## config.mk

```make
export PLATFORM = sky130hd
export DESIGN_NAME = fan_tach_meter
export DESIGN_NICKNAME = d
export VERILOG_FILES = /design/src/rtl/fan_tach_pkg.sv /design/src/rtl/tach_prescaler.sv /design/src/rtl/tach_edge_sync.sv /design/src/rtl/tach_channel.sv /design/src/rtl/fan_tach_meter.sv
export SDC_FILE = /design/constraint.sdc
export NUM_CORES = 1
export LEC_CHECK = 0
export ABC_AREA = 1
export BUFFER_PORTS_ARGS = -buffer_cell sky130_fd_sc_hd__clkbuf_2
export CAP_MARGIN = 10
export CORE_AREA = 2 2 74 76
export CTS_CLUSTER_SIZE = 30
export DETAILED_ROUTE_END_ITERATION = 6
export DIE_AREA = 0 0 76 78
export PLACE_DENSITY_LB_ADDON = 0.2
export REMOVE_ABC_BUFFERS = 1
export SETUP_SLACK_MARGIN = 0.15
export SKIP_CTS_REPAIR_TIMING = 1
export SLEW_MARGIN = 20
export SYNTH_ARGS = -nofsm -noshare
export SYNTH_HDL_FRONTEND = slang
export SYNTH_SLANG_ARGS = --single-unit
export TNS_END_PERCENT = 20
```

## constraint.sdc

```tcl
create_clock -name clk -period 1.48 [get_ports clk]
set_input_delay 0.148 -clock clk [delete_from_list [all_inputs] [get_ports clk]]
set_output_delay 0.148 -clock clk [all_outputs]
set_load 0.005 [all_outputs]
```

## src/rtl/fan_tach_pkg.sv

```systemverilog
package fan_tach_pkg;

    localparam int CNT_W     = 8;
    localparam int RATE_W    = 2;
    localparam int NUM_RATES = 1 << RATE_W;

    localparam logic [CNT_W-1:0] CNT_MAX = '1;

    // Rate code: tick spacing is TICK_DIV shifted left by the code
    typedef enum logic [RATE_W-1:0] {
        RATE_DIV1 = 2'd0,
        RATE_DIV2 = 2'd1,
        RATE_DIV4 = 2'd2,
        RATE_DIV8 = 2'd3
    } tach_rate_e;

    localparam tach_rate_e RATE_RESET = RATE_DIV8;

    typedef struct packed {
        tach_rate_e rate;
        logic       fault_en;
    } chan_cfg_t;

    typedef struct packed {
        logic             armed;
        logic             ovf;
        logic [CNT_W-1:0] run;
    } chan_run_t;

    function automatic logic [CNT_W-1:0] sat_inc(input logic [CNT_W-1:0] v);
        return (v == CNT_MAX) ? v : v + 1'b1;
    endfunction

    function automatic logic would_overflow(input logic [CNT_W-1:0] v, input logic tick);
        return tick && (v == CNT_MAX);
    endfunction

endpackage

```

## src/rtl/tach_prescaler.sv

```systemverilog
module tach_prescaler
    import fan_tach_pkg::*;
#(
    parameter int TICK_DIV = 4,
    parameter int NUM_OUT  = NUM_RATES
) (
    input  logic               clk,
    input  logic               rst,
    output logic [NUM_OUT-1:0] tick
);

    localparam int BW = (TICK_DIV > 1) ? $clog2(TICK_DIV) : 1;
    localparam int DW = (NUM_OUT > 1) ? NUM_OUT - 1 : 1;

    logic [BW-1:0] base_cnt;
    logic          base_tick;
    logic [DW-1:0] oct_cnt;

    assign base_tick = (base_cnt == BW'(TICK_DIV - 1));

    always_ff @(posedge clk) begin
        if (rst) begin
            base_cnt <= '0;
        end else if (base_tick) begin
            base_cnt <= '0;
        end else begin
            base_cnt <= base_cnt + 1'b1;
        end
    end

    always_ff @(posedge clk) begin
        if (rst) begin
            oct_cnt <= '0;
        end else if (base_tick) begin
            oct_cnt <= oct_cnt + 1'b1;
        end
    end

    assign tick[0] = base_tick;

    generate
        for (genvar j = 1; j < NUM_OUT; j++) begin : g_div
            assign tick[j] = base_tick & (&oct_cnt[j-1:0]);
        end
    endgenerate

endmodule

```

## src/rtl/tach_edge_sync.sv

```systemverilog
module tach_edge_sync #(
    parameter int SYNC_STAGES = 2
) (
    input  logic clk,
    input  logic rst,
    input  logic raw,
    output logic rise
);

    logic [SYNC_STAGES:0] shreg;

    always_ff @(posedge clk) begin
        if (rst) begin
            shreg <= '0;
        end else begin
            shreg <= {shreg[SYNC_STAGES-1:0], raw};
        end
    end

    // shreg[SYNC_STAGES-1] is the synchronized level, the top bit its delayed copy
    assign rise = shreg[SYNC_STAGES-1] & ~shreg[SYNC_STAGES];

endmodule

```

## src/rtl/tach_channel.sv

```systemverilog
module tach_channel
    import fan_tach_pkg::*;
(
    input  logic                 clk,
    input  logic                 rst,
    input  logic [NUM_RATES-1:0] ticks,
    input  logic                 rise,
    input  logic                 cfg_we,
    input  tach_rate_e           cfg_rate,
    input  logic                 cfg_fen,
    input  logic                 clr,
    output logic [CNT_W-1:0]     count,
    output logic                 fault,
    output logic                 fen
);

    chan_cfg_t cfg_q;
    chan_run_t run_q, run_n;
    logic      tick_sel;
    logic      rate_chg;
    logic      store;
    logic      set_fault;

    assign tick_sel = ticks[cfg_q.rate];
    assign rate_chg = cfg_we && (cfg_rate != cfg_q.rate);
    assign fen      = cfg_q.fault_en;

    always_ff @(posedge clk) begin
        if (rst) begin
            cfg_q <= '{rate: RATE_RESET, fault_en: 1'b0};
        end else if (cfg_we) begin
            cfg_q <= '{rate: cfg_rate, fault_en: cfg_fen};
        end
    end

    always_comb begin
        run_n     = run_q;
        store     = 1'b0;
        set_fault = 1'b0;
        if (rate_chg) begin
            // restart: next edge only arms
            run_n = '{armed: 1'b0, ovf: 1'b0, run: '0};
        end else if (rise) begin
            store       = run_q.armed;
            set_fault   = run_q.armed & run_q.ovf & cfg_q.fault_en;
            run_n.armed = 1'b1;
            run_n.ovf   = 1'b0;
            run_n.run   = tick_sel ? CNT_W'(1) : '0;
        end else begin
            if (would_overflow(run_q.run, tick_sel)) begin
                run_n.ovf = 1'b1;
            end
            if (tick_sel) begin
                run_n.run = sat_inc(run_q.run);
            end
        end
    end

    always_ff @(posedge clk) begin
        if (rst) begin
            run_q <= '{armed: 1'b0, ovf: 1'b0, run: '0};
        end else begin
            run_q <= run_n;
        end
    end

    always_ff @(posedge clk) begin
        if (rst) begin
            count <= '0;
        end else if (store) begin
            count <= run_q.run;
        end
    end

    always_ff @(posedge clk) begin
        if (rst) begin
            fault <= 1'b0;
        end else if (set_fault) begin
            fault <= 1'b1;
        end else if (clr) begin
            fault <= 1'b0;
        end
    end

endmodule

```

## src/rtl/fan_tach_meter.sv

```systemverilog
module fan_tach_meter
    import fan_tach_pkg::*;
#(
    parameter int NCH      = 2,
    parameter int TICK_DIV = 4
) (
    input  logic                 clk,
    input  logic                 rst,
    input  logic [NCH-1:0]       tach_in,
    input  logic [NCH-1:0]       cfg_we,
    input  logic [RATE_W-1:0]    cfg_rate,
    input  logic                 cfg_fault_en,
    input  logic                 clr_we,
    input  logic [NCH-1:0]       clr_mask,
    output logic [NCH*CNT_W-1:0] count_out,
    output logic [NCH-1:0]       fault_out
);

    logic [NUM_RATES-1:0] tick_en;
    logic [NCH-1:0]       rise_vec;
    logic [NCH-1:0]       fen_vec;
    tach_rate_e           rate_in;

    assign rate_in = tach_rate_e'(cfg_rate);

    tach_prescaler #(
        .TICK_DIV (TICK_DIV),
        .NUM_OUT  (NUM_RATES)
    ) presc_i (
        .clk  (clk),
        .rst  (rst),
        .tick (tick_en)
    );

    generate
        for (genvar i = 0; i < NCH; i++) begin : g_ch
            tach_edge_sync #(
                .SYNC_STAGES (2)
            ) sync_i (
                .clk  (clk),
                .rst  (rst),
                .raw  (tach_in[i]),
                .rise (rise_vec[i])
            );

            tach_channel chan_i (
                .clk      (clk),
                .rst      (rst),
                .ticks    (tick_en),
                .rise     (rise_vec[i]),
                .cfg_we   (cfg_we[i]),
                .cfg_rate (rate_in),
                .cfg_fen  (cfg_fault_en),
                .clr      (clr_we & clr_mask[i]),
                .count    (count_out[i*CNT_W +: CNT_W]),
                .fault    (fault_out[i]),
                .fen      (fen_vec[i])
            );
        end
    endgenerate

endmodule

```

# Word-level counts from Yosys, hierarchy flattened
# Index checks and enable logic that the tools add are counted.
[totals]
register_bits = 55
elab_cells = 85
output_inout_bits = 18
input_bits = 12
[op_classes]
reduce_logical = 17
add_sub_neg = 4
bitwise_logic = 13
n_eq_ne = 7
order_cmp = 2
mux = 24
[op_table]
columns = ["operator", "n"]
rows = [
  ["$mux 8", 6],
  ["$add 8x1->8 const B", 2],
  ["$eq 8x8->1 const B", 2],
  ["$mux 1", 16],
  ["$and 1x1->1", 11],
  ["$reduce_bool 2->1", 4],
  ["$lt 2x3->1 const B", 2],
  ["$reduce_and 2->1", 3],
  ["$reduce_or 2->1", 3],
  ["$reduce_or 3->1", 2],
  ["$bmux 1 s2", 2],
  ["$logic_and 1x1->1", 4],
  ["$ne 2x1->1 const B", 2],
  ["$ne 2x2->1", 2],
  ["$add 3x1->3 const B", 1],
  ["$reduce_and 3->1", 1],
  ["$add 2x1->2 const B", 1],
  ["$eq 2x2->1 const B", 1],
  ["$not 1->1", 2],
]

# Depth between registers and ports, before layout
# Gate-level depths: netlist (run 1).
[logic_depth]
depth_word = 6
depth_mapped = 11
ltp_nobuf = 11

# By module
# From an unflattened synthesis (run 1), not the netlist that was laid out.
[unflattened]
cells_unflattened = 384
hier_area_um2 = 2745.1
[by_module_without_submodules]
columns = ["module", "instances", "cells_each", "seq_area_each_um2", "area_per_inst_um2"]
rows = [
  ["tach_channel", 2, 164, 440.4, 1156.1],
  ["tach_prescaler", 1, 32, 100.1, 245.2],
  ["tach_edge_sync", 2, 10, 60.1, 86.3],
  ["fan_tach_meter", 1, 4, 0.0, 15.0],
]

# Worst setup path before layout (run 1)
# OpenSTA, ideal clock, no wires.
[synth_path]
kind = "register to register"
start = "register presc_i.oct_cnt[0]"
end = "register g_ch[1].chan_i.run_q[2] in the netlist's numbering"
stages_incl_launch_ff = 12
setup_time_ns = 0.109
arrival_time_ns = 1.293
path_slack_ns = 0.078
synth_period_minus_slack_ns = 1.402
t_required_ns = 1.371
path_buffers = 0
cell_sequence = "dfxtp_1 > ha_1 > ha_1 > nand2_1 > nand2_1 > nand3_2 > nand2_2 > nand2_2 > nor2_1 > nor2_1 > nand2_1 > inv_1"
[synth_between]
elab_chain_len = 6
word_cells_on_any_way = 9
cone_classes = "2 x mux; 3 x bitwise; 4 x reduce/logical"
[synth_rtl]
columns = ["item", "line", "text"]
rows = [
  ["start, declared", "tach_prescaler.sv:17", "logic [DW-1:0] oct_cnt;"],
  ["start signal, assigned", "tach_prescaler.sv:35", "oct_cnt <= oct_cnt + 1'b1;"],
  ["$reduce_and 3->1 / $reduce_and 2->1 (equally long branches)", "tach_prescaler.sv:43", "assign tick[j] = base_tick & (&oct_cnt[j-1:0]);"],
  ["$and 1x1->1", "tach_prescaler.sv:43", ""],
  ["$bmux 1 s2 *", "tach_channel.sv:24", "assign tick_sel = ticks[cfg_q.rate];"],
  ["$mux 1 (implied by the code) *", "tach_channel.sv:24", ""],
  ["$reduce_bool 2->1 (no line) *", "-", ""],
  ["$reduce_and 2->1 (no line) *", "-", ""],
  ["end signal, assigned", "tach_channel.sv:61", "run_q <= '{armed: 1'b0, ovf: 1'b0, run: '0};"],
  ["end signal, assigned", "tach_channel.sv:63", "run_q <= run_n;"],
  ["end, declared", "tach_channel.sv:18", "chan_run_t run_q, run_n;"],
]
# Mark *: on every way between the ends. The rest lies on a longest branch, timed or not. The select of a mux whose other input is x is not followed.
# A chain may end at the register's enable or synchronous reset.

# Worst setup path after layout (run 1)
[layout_path]
start = "register presc_i.oct_cnt[1]"
end = "register g_ch[1].chan_i.run_q[4] in the netlist's numbering"
# Same word-level chain as after synthesis.

==> results.sh, run 1 <==
export IMPL_postLayoutCellArea_mm2=0.00327
export IMPL_area_growth_pct=25.2
export IMPL_clk_latency_ps=300
export IMPL_drv_cap=0
export IMPL_dpl_cell_area_mm2=0.00298
export IMPL_io_buffers=29
export IMPL_root_buffer="clkbuf_8"
export IMPL_crit_slowest_cell="dfxtp_2"
export IMPL_vdd_ir_drop_max_uv=667
export IMPL_routed_wl_um=6050
export IMPL_seq_area_frac_synth_pct=42.1
export IMPL_final_cell_mix="75 x nand2_1, 48 x dfxtp_1, 44 x inv_1"
export IMPL_synth_enable_flop_cells=0
export IMPL_synth_cell_types=26
export IMPL_core_area_mm2=0.00504
export IMPL_start_kind="flip-flop"
export IMPL_place_ws_ps=-55.3
export IMPL_finalCriticalPeriod_ps=1410
export IMPL_grt_max_degree=31
export IMPL_timing_hold_ws_ps=19.3
export IMPL_skew_ps=5.69
export IMPL_period_share_pct=95.0
export IMPL_drtIter0Drc=196
export IMPL_cp_slowest_stage_delay_ps=360
export IMPL_relSlewSlack_pct=76.7
export IMPL_dr_total_vias=2452
export IMPL_grtUsageMet2_pct=33.9
export IMPL_cp_top_family="simple AND/OR/NAND/NOR gates"
export IMPL_grt_pass1_vias=2129
export IMPL_rsz0062_at_grt="yes"
export IMPL_syn_inst=366
export IMPL_p_per_area_mw_per_mm2=820
export IMPL_met3_usage_pct=3.26
export IMPL_crit_arrival_ps=1620
export IMPL_clock_sinks=55
export IMPL_synth_seq_cells=55
export IMPL_clock_path_buffers=2
export IMPL_cp_buffers_inverters=1
export IMPL_wl_per_cell_um=12.4
export IMPL_syn_area_mm2=0.00262
export IMPL_grt_busiest_layer="met2"
export IMPL_htree_levels=2
export IMPL_hold_class="primary input to flip-flop"
export IMPL_finalHoldViolCount=0
export IMPL_dieWidth_um=76
export IMPL_gp_congestion=0.870
export IMPL_io_pins=30
export IMPL_ant_nets=0
export IMPL_path_clk_slew_ps=100
export IMPL_final_common_cell="nand2_1"
export IMPL_yosys_warnings=0
export IMPL_grt_use_met1_pct=24.5
export IMPL_rows=26
export IMPL_timing_fmax_mhz=711
export IMPL_end_kind="flip-flop"
export IMPL_p_leak_nw=1.46
export IMPL_cts_tree="done"
export IMPL_path_cells="ha_4 -> ha_4 -> nand2_4 -> nand2_4 -> nand3_4 -> nand2_4 -> nand2_4 -> nor2_2 -> nor2_1 -> nand2_1 -> inv_1"
export IMPL_setup_tns_ps=0
export IMPL_synth_avg_cell_area_um2=7.14
export IMPL_num_antenna_cells=0
export IMPL_grt_pass1_wl_um=9430
export IMPL_grt_overflow=0
export IMPL_setup_ws_ps=74.2
export IMPL_die_area_mm2=0.00593
export IMPL_worst_pin_slew_ps=349
export IMPL_drc_errors=0
export IMPL_synthFlopType="dfxtp_1"
export IMPL_status="complete, no violations"
export IMPL_crit_path_frequent_cell="nand2_4"
export IMPL_nNetsFinal=436
export IMPL_path_class="flip-flop to flip-flop"
export IMPL_async_reset_ff_share_pct=0
export IMPL_grt_use_total_pct=19.2
export IMPL_setup_violations=0
export IMPL_drive_gt1_share_pct=27.7
export IMPL_via_per_inst=5.01
export IMPL_die_h_um=78
export IMPL_firstDrtPassIters=4
export IMPL_critPathRequiredTime_ps=1690
export IMPL_start_util_pct=51.9
export IMPL_critPathMaxFanout=5
export IMPL_slew_viol_final=0
export IMPL_cts_buffers=5
export IMPL_antenna_found_initial=0
export IMPL_dp_hpwl_um=4140
[worst paths after layout]
| kind | startpoint | slack (ps) | endpoint | cells after the start |
|---|---|---|---|---|
| worst min register to register | g_ch[0].sync_i.shreg[0]$_SDFF_PP0_ | 410 | g_ch[0].sync_i.shreg[1]$_SDFF_PP0_ | 2 |
| worst min-delay path | tach_in[0] | 20 | g_ch[0].sync_i.shreg[0]$_SDFF_PP0_ | 3 |
| worst max register to register | presc_i.oct_cnt[1]$_SDFFE_PP0N_ | 70 | g_ch[1].chan_i.run_q[4]$_SDFFE_PP0P_ | 11 |
| worst max-delay path | presc_i.oct_cnt[1]$_SDFFE_PP0N_ | 70 | g_ch[1].chan_i.run_q[4]$_SDFFE_PP0P_ | 11 |
[sequential cells by signal, summed over array words and instances (netlist names)]
| name | flops |
|---|---|
| g_ch.chan_i.run_q | 20 |
| g_ch.chan_i.count | 16 |
| g_ch.sync_i.shreg | 6 |
| g_ch.chan_i.cfg_q | 4 |
| presc_i.oct_cnt | 3 |
| g_ch.chan_i.fault | 2 |
| g_ch.chan_i.fen | 2 |
| presc_i.base_cnt | 2 |
[worst reg2reg max path, stage by stage, from the launching register on]
cell	delay, ps
dfxtp_2	360
ha_4	150
ha_4	140
nand2_4	50
nand2_4	70
nand3_4	80
nand2_4	120
nand2_4	90
nor2_2	110
nor2_1	40
nand2_1	60
inv_1	30
[synth_stat cells (3+ instances only)]
cell type	count	area [um2]
a21oi_1	35	175
buf_4	5	37.5
clkbuf_1	3	11.3
dfxtp_1	55	1100
ha_1	6	75.1
inv_1	44	165
inv_2	3	11.3
nand2_1	82	308
nand2_2	6	37.5
nand3_1	46	230
nand3_2	6	60.1
nand4_1	5	31.3
nor2_1	39	146
nor2_2	3	18.8
nor3_1	3	15.0
o21ai_0	9	45.0
xnor2_1	4	35.0
[cell type report]
class                      count  area [um2]
timing repair buffer          53         350
fill                         470        1770
sequential                    55        1110
multi-input combinational    256        1460
inverter                      47         176
clock buffer                   5        68.8
tap                           70        87.6
clock inverter                 3        18.8
[stage by stage]
stage                     power, mW  instances  utilization [%]
final                          2.68        489             64.9
after global routing           2.81        489             64.9
after CTS                      2.67        485             60.8
after detailed placement       1.85        477             59.1
after global placement         1.84        477             59.1
after floorplan                1.73        356                -
[metal layers]
layer	vias up	wire length, um
met5	-	0
met2	57	3030
met4	0	53
met1	1103	2710
li1	1286	-
met3	6	247
[power breakdown]
group	switching [mW]	internal (mW)
combinational	0.186	0.126
clock	0.486	0.334
sequential	0.0316	1.52
[cell families (layout without fill, tap and decap cells)]
logic type | after synthesis | after routing | share of synthesized area [%]
compound gates | 48 | 48 | 9.66
flops | 55 | 55 | 42.1
fa+ha+maj | 6 | 6 | 2.87
xor+xnor | 5 | 5 | 1.67
buf+inv | 57 | 108 | 9.00
simple gates | 195 | 197 | 34.7
(Power assumes the default switching activity.)
==> run 2, diff against run 1 <==
--- a/config.mk
+++ b/config.mk
@@ -17,3 +17,2 @@
 export SETUP_SLACK_MARGIN = 0.15
-export SKIP_CTS_REPAIR_TIMING = 1
 export SLEW_MARGIN = 20
==> constraint.sdc (replaced) <==
create_clock -name clk -period 1.48 [get_ports clk]
set_input_delay 0.444 -clock clk [delete_from_list [all_inputs] [get_ports clk]]
set_output_delay 0.444 -clock clk [all_outputs]
set_load 0.005 [all_outputs]
==> run 2 against run 1 <==
Largest power group unchanged. Sequential power about the same. Critical path type unchanged. First-iteration DRC count down 52%. Worst hold slack gained 290 ps. Largest cell class unchanged.
==> results.sh, run 2 (synthesis gave the netlist of run 1 again) <==
export IMPL_status="complete, no violations"
export IMPL_cp_startpoint="presc_i.base_cnt[0]$_SDFF_PP0_"
export IMPL_final_common_cell="nand2_1"
export IMPL_root_buffer="clkbuf_8"
export IMPL_grt_max_degree=22
export IMPL_grt_overflow=0
export IMPL_power_total_mw=2.69
export IMPL_p_leak_nw=1.45
export IMPL_finalCriticalPeriod_ps=1400
export IMPL_end_kind="flip-flop"
export IMPL_io_pins=30
export IMPL_top_register="g_ch.chan_i.run_q"
export IMPL_slew_viol_final=0
export IMPL_relSlewSlack_pct=81.3
export IMPL_p_switching_mw=0.715
export IMPL_p_per_area_mw_per_mm2=823
export IMPL_grt_pass1_wl_um=9810
export IMPL_drv_cap=0
export IMPL_num_antenna_cells=0
export IMPL_hold_class="primary input to flip-flop"
export IMPL_cp_slowest_stage_delay_ps=380
export IMPL_clk_latency_ps=310
export IMPL_power_frac_comb_pct=11.2
export IMPL_fin_cells=488
export IMPL_grtUsageMet2_pct=34.7
export IMPL_finalHoldViolCount=0
export IMPL_cell_internal_pwr_mw=1.98
export IMPL_grt_use_met1_pct=24.7
export IMPL_firstDrtPassIters=4
export IMPL_path_clk_slew_ps=100
export IMPL_path_cells="ha_2 -> nand3_1 -> nand2_1 -> nand2_2 -> nand2_4 -> nand2_4 -> nor2_1 -> nor2_1 -> nand2_1 -> inv_1"
export IMPL_crit_arrival_ps=1610
export IMPL_drive_gt1_share_pct=27.3
export IMPL_gp_congestion=0.878
export IMPL_setup_tns_ps=0
export IMPL_drc_errors=0
export IMPL_core_area_mm2=0.00504
export IMPL_start_util_pct=51.9
export IMPL_area_growth_pct=25.2
export IMPL_worst_pin_slew_ps=280
export IMPL_cts_buffers=5
export IMPL_clock_sinks=55
export IMPL_critPathMaxFanout=5
export IMPL_timing_fmax_mhz=715
export IMPL_skew_ps=10.9
export IMPL_dr_total_vias=2433
export IMPL_critPathRequiredTime_ps=1690
export IMPL_postCtsHoldBufs=0
export IMPL_place_ws_ps=-71.8
export IMPL_switching_share_pct=26.5
export IMPL_setup_violations=0
export IMPL_period_share_pct=94.5
export IMPL_rows=26
export IMPL_grt_busiest_layer="met2"
export IMPL_min_from="tach_in[0]"
export IMPL_path_class="flip-flop to flip-flop"
export IMPL_reg2reg_from="presc_i.base_cnt[0]$_SDFF_PP0_"
export IMPL_nNetsFinal=435
export IMPL_met3_usage_pct=3.14
export IMPL_dp_cells=476
export IMPL_power_frac_seq_pct=57.6
export IMPL_top_regs="g_ch.chan_i.run_q (20), g_ch.chan_i.count (16), g_ch.sync_i.shreg (6)"
export IMPL_drtIter0Drc=94
export IMPL_power_share_clock_pct=31.1
export IMPL_start_kind="flip-flop"
export IMPL_dp_hpwl_um=4210
export IMPL_clock_path_buffers=2
export IMPL_htree_levels=2
export IMPL_via_per_inst=4.99
export IMPL_ant_nets=0
export IMPL_dieWidth_um=76
export IMPL_final_cell_mix="76 x nand2_1, 49 x dfxtp_1, 43 x inv_1"
export IMPL_timing_hold_ws_ps=310
export IMPL_rsz0062_at_grt="yes"
export IMPL_setup_ws_ps=82.1
export IMPL_grt_pass1_vias=2266
export IMPL_cts_tree="done"
export IMPL_grt_use_total_pct=19.8
export IMPL_die_area_mm2=0.00593
export IMPL_crit_slowest_cell="dfxtp_4"
export IMPL_die_h_um=78
export IMPL_antenna_found_initial=0
export IMPL_wl_per_cell_um=11.9
export IMPL_routed_wl_um=5820
export IMPL_largest_reg_flops=20
export IMPL_vdd_ir_drop_max_uv=670
export IMPL_io_buffers=29
## run 2: changes by cell type in the layout (fill, tap and decap cells not counted), sizes merged
| cell | delta |
|---|---|
| inv | -1 |
| buf | -1 |
| clkinvlp | +1 |
## run 2: metrics by stage
| stage | area [um2] | util [%] |
|---|---|---|
| detailed placement | 2960 | 58.7 |
| global placement | 2960 | 58.7 |
| CTS | 3180 | 63.1 |
| global route | 3270 | 64.9 |
| floorplan | 2560 | - |
| finish | 3270 | 64.9 |
## run 2: path summary, 6_finish.rpt
kind | slack, ps | end | cells past startpoint
hold / removal | 310 | g_ch[0].sync_i.shreg[0]$_SDFF_PP0_ | 3
setup / recovery | 80 | g_ch[1].chan_i.run_q[2]$_SDFFE_PP0P_ | 10
hold reg to reg | 410 | g_ch[1].sync_i.shreg[1]$_SDFF_PP0_ | 2
setup reg to reg | 80 | g_ch[1].chan_i.run_q[2]$_SDFFE_PP0P_ | 10
## run 2: critical path: cells and delay by family (launching register included)
kind,cells,cell delay (ps)
flip-flops,1,380
adder cells (fa/ha/maj),1,200
buffers and inverters,1,30
AND/OR/NAND/NOR,8,690
## run 2: what timing repair did
action	CTS	global route
pin swaps	10	13
gates cloned	1	1
setup endpoints to repair	17	35
gates resized for setup	26	19
buffers inserted	2	0
## run 2: metal layers
metal	wire length, um	up-vias
met3	176	6
met1	2750	1096
met4	42	0
met2	2840	43
met5	0	-
li1	-	1288
## run 2: power groups by stage
| stage | clock network (mW) | registers, mW | logic, mW |
|---|---|---|---|
| after floorplan | 0 | 1.57 | 0.155 |
| after global placement | 0 | 1.57 | 0.261 |
| after detailed placement | 0 | 1.58 | 0.265 |
| after CTS | 0.884 | 1.55 | 0.286 |
| after global routing | 0.929 | 1.56 | 0.337 |
| final | 0.839 | 1.55 | 0.302 |
## run 2: layout make-up
class	count	area [um2]
Clock buffer	5	68.8
Clock inverter	3	25.0
Sequential cell	55	1110
Tap cell	70	87.6
Multi-Input combinational cell	256	1480
Timing Repair Buffer	52	330
Inverter	47	176
Fill cell	451	1770
==> run 3, diff against run 2 <==
ABC_AREA = unset   (was 1)
CORE_AREA = 2 2 72 74   (was 2 2 74 76)
DIE_AREA = 0 0 74 76   (was 0 0 76 78)
==> run 3 against run 2 <==
The run now ends with setup timing left. Power down 2.7%. Worst hold slack better by 26 ps. Flip-flop and latch count unchanged. Via count down 6.1%. Setup slack worse by 410 ps. Combinational power down 16%. Maximum frequency down 23%. Clock power down 1%. Routed wire length up 1.0%. Largest cell class unchanged.
==> results.sh, run 3 <==
export IMPL_status="finished, violations left"
export IMPL_violations="setup timing"
export IMPL_yosys_top_cells_area="dfxtp_1 45%, a21oi_1 6.8%, nand3_1 4.3%"
export IMPL_final_common_cell="buf_4"
export IMPL_power_total_mw=2.62
export IMPL_power_frac_seq_pct=58.7
export IMPL_p_per_area_mw_per_mm2=798
export IMPL_synthSimpleGateAreaFrac_pct=22.3
export IMPL_area_growth_pct=35.3
export IMPL_firstDrtPassIters=4
export IMPL_dr_total_vias=2285
export IMPL_rsz0062_at_grt="yes"
export IMPL_cell_internal_pwr_mw=1.96
export IMPL_finalCriticalPeriod_ps=1810
export IMPL_switching_share_pct=25.2
export IMPL_synth_compound_area_share_pct=20.3
export IMPL_antenna_found_initial=0
export IMPL_power_share_clock_pct=31.6
export IMPL_clock_path_buffers=2
export IMPL_skew_ps=6.91
export IMPL_final_cell_mix="51 x buf_4, 48 x dfxtp_1, 29 x clkbuf_2"
export IMPL_critPathMaxFanout=8
export IMPL_top_register="g_ch.chan_i.run_q"
export IMPL_dpl_cell_area_mm2=0.00292
export IMPL_gp_congestion=0.930
export IMPL_seq_area_frac_synth_pct=45.4
export IMPL_ant_nets=0
export IMPL_io_pins=30
export IMPL_drive_gt1_share_pct=39.4
export IMPL_p_leak_nw=1.20
export IMPL_setup_violations=17
export IMPL_setup_tns_ps=-3620
export IMPL_power_frac_comb_pct=9.7
export IMPL_synthTopCellsByCount="55 x dfxtp_1, 33 x a21oi_1, 21 x nand3_1, 21 x o21ai_0, 16 x clkbuf_1"
export IMPL_cts_buffers=5
export IMPL_period_share_pct=122
export IMPL_die_area_mm2=0.00562
export IMPL_drv_cap=0
export IMPL_root_buffer="clkbuf_8"
export IMPL_slew_viol_final=0
export IMPL_grt_use_total_pct=21.5
export IMPL_vdd_ir_drop_max_uv=508
export IMPL_synthXorXnorAreaFrac_pct=1.81
export IMPL_postLayoutCellArea_mm2=0.00328
export IMPL_critPathRequiredTime_ps=1740
export IMPL_core_area_mm2=0.00491
export IMPL_yosys_warnings=0
export IMPL_fin_cells=410
export IMPL_end_kind="flip-flop"
export IMPL_synthFlopType="dfxtp_1"
export IMPL_synth_area_leader_cell="dfxtp_1"
export IMPL_io_buffers=29
export IMPL_die_h_um=76
export IMPL_nNetsFinal=357
export IMPL_start_kind="flip-flop"
export IMPL_via_per_inst=5.57
export IMPL_setup_ws_ps=-326
export IMPL_worst_pin_slew_ps=423
export IMPL_clock_sinks=55
export IMPL_crit_arrival_ps=2070
export IMPL_largest_reg_flops=20
export IMPL_timing_fmax_mhz=554
export IMPL_syn_area_mm2=0.00243
export IMPL_fillers=403
export IMPL_finish_utilization_pct=66.8
export IMPL_routed_wl_um=5880
export IMPL_num_antenna_cells=0
export IMPL_place_ws_ps=-369
export IMPL_top_regs="g_ch.chan_i.run_q (20), g_ch.chan_i.count (16), g_ch.sync_i.shreg (6)"
export IMPL_relSlewSlack_pct=71.7
export IMPL_clk_latency_ps=310
export IMPL_async_reset_ff_share_pct=0
export IMPL_timing_hold_ws_ps=336
export IMPL_drtIter0Drc=184
export IMPL_synth_seq_cells=55
export IMPL_hold_class="primary input to flip-flop"
export IMPL_wl_per_cell_um=14.3
export IMPL_dp_cells=397
export IMPL_dp_hpwl_um=4120
export IMPL_synthMuxAreaShare_pct=2.89
export IMPL_cts_tree="done"
export IMPL_yosys_area_share_adder_pct=3.09
export IMPL_syn_inst=270
export IMPL_start_util_pct=49.4
export IMPL_rows=26
export IMPL_grt_pass1_vias=2155
export IMPL_htree_levels=2
export IMPL_grt_pass1_wl_um=9730
export IMPL_finalHoldViolCount=0
export IMPL_path_clk_slew_ps=100
export IMPL_synth_cell_types=37
export IMPL_synth_enable_flop_cells=0
export IMPL_dieWidth_um=74
export IMPL_grt_max_degree=25
export IMPL_drc_errors=0
export IMPL_path_class="flip-flop to flip-flop"
export IMPL_synth_top_area_share_pct=45.4
export IMPL_synth_avg_cell_area_um2=8.99
export IMPL_synth_most_common_cell="dfxtp_1"
export IMPL_synth_top_family_by_area="simple AND/OR/NAND/NOR gates"
export IMPL_p_switching_mw=0.660
export IMPL_grt_overflow=0
[run 3: cell count changes after synthesis, moves of 7 or more]
cell,delta
clkbuf_1,+13
inv_1,-44
o21ai_0,+12
o31ai_1,+8
nor2b_1,+13
or4_1,+8
nor2_1,-27
nand3_1,-25
mux2i_1,+7
nand2_1,-72
[run 3: logic make-up (layout without fill, tap and decap cells)]
family / Yosys count / after routing
flip-flops: 55 / 55
XOR/XNOR: 5 / 5
adder cells (fa/ha/maj): 6 / 6
multiplexers: 7 / 7
AO/OA/AOI/OAI: 82 / 82
AND/OR/NAND/NOR: 94 / 94
buffers and inverters: 21 / 91
[run 3: area by class of cell]
cell class / count / area, um2 / share of cell area (%)
Multi-Input combinational cell: 194 / 1430 / 43.6
Timing Repair Buffer: 83 / 562 / 17.1
Clock inverter: 3 / 20.0 / 0.610
Sequential cell: 55 / 1110 / 34.0
Clock buffer: 5 / 68.8 / 2.10
Tap cell: 70 / 87.6 / 2.67
[run 3: power groups by stage]
stage	clock, mW	combinational (mW)	sequential (mW)
after global routing	0.902	0.279	1.54
after detailed placement	0	0.227	1.56
final	0.828	0.253	1.54
after CTS	0.845	0.236	1.54
after floorplan	0	0.102	1.56
after global placement	0	0.224	1.56
[run 3: worst paths after layout]
check,startpoint,end,slack (ps),cells past startpoint
worst max-delay path,presc_i.base_cnt[0]$_SDFF_PP0_,g_ch[1].chan_i.run_q[4]$_SDFFE_PP0P_,-330,5
worst min-delay path,tach_in[1],g_ch[1].sync_i.shreg[0]$_SDFF_PP0_,340,2
worst max register to register,presc_i.base_cnt[0]$_SDFF_PP0_,g_ch[1].chan_i.run_q[4]$_SDFFE_PP0P_,-330,5
worst min register to register,g_ch[1].sync_i.shreg[0]$_SDFF_PP0_,g_ch[1].sync_i.shreg[1]$_SDFF_PP0_,440,1
[run 3: per-layer routing]
metal  share of wire, %  global-route usage, %  vias up
met1                 45                   28.3     1057
met2                 48                   35.0       80
met5                  0                      0        -
met3                5.1                   4.10        8
li1                   -                      -     1140
met4                1.5                   7.27        0
[run 3: worst max-delay path, cell delays in order, from the launching register on]
cell,delay [ps]
dfxtp_2,370
ha_4,150
or3b_4,390
o211a_4,190
or4_4,540
a21oi_2,120
[run 3: timing repair]
item | 4_1_cts | 5_1_grt
setup buffers | 3 | 2
hold buffers | 0 | 0
pin swaps | 10 | 14
resized for setup | 24 | 50
endpoints found under the setup margin | 28 | 35
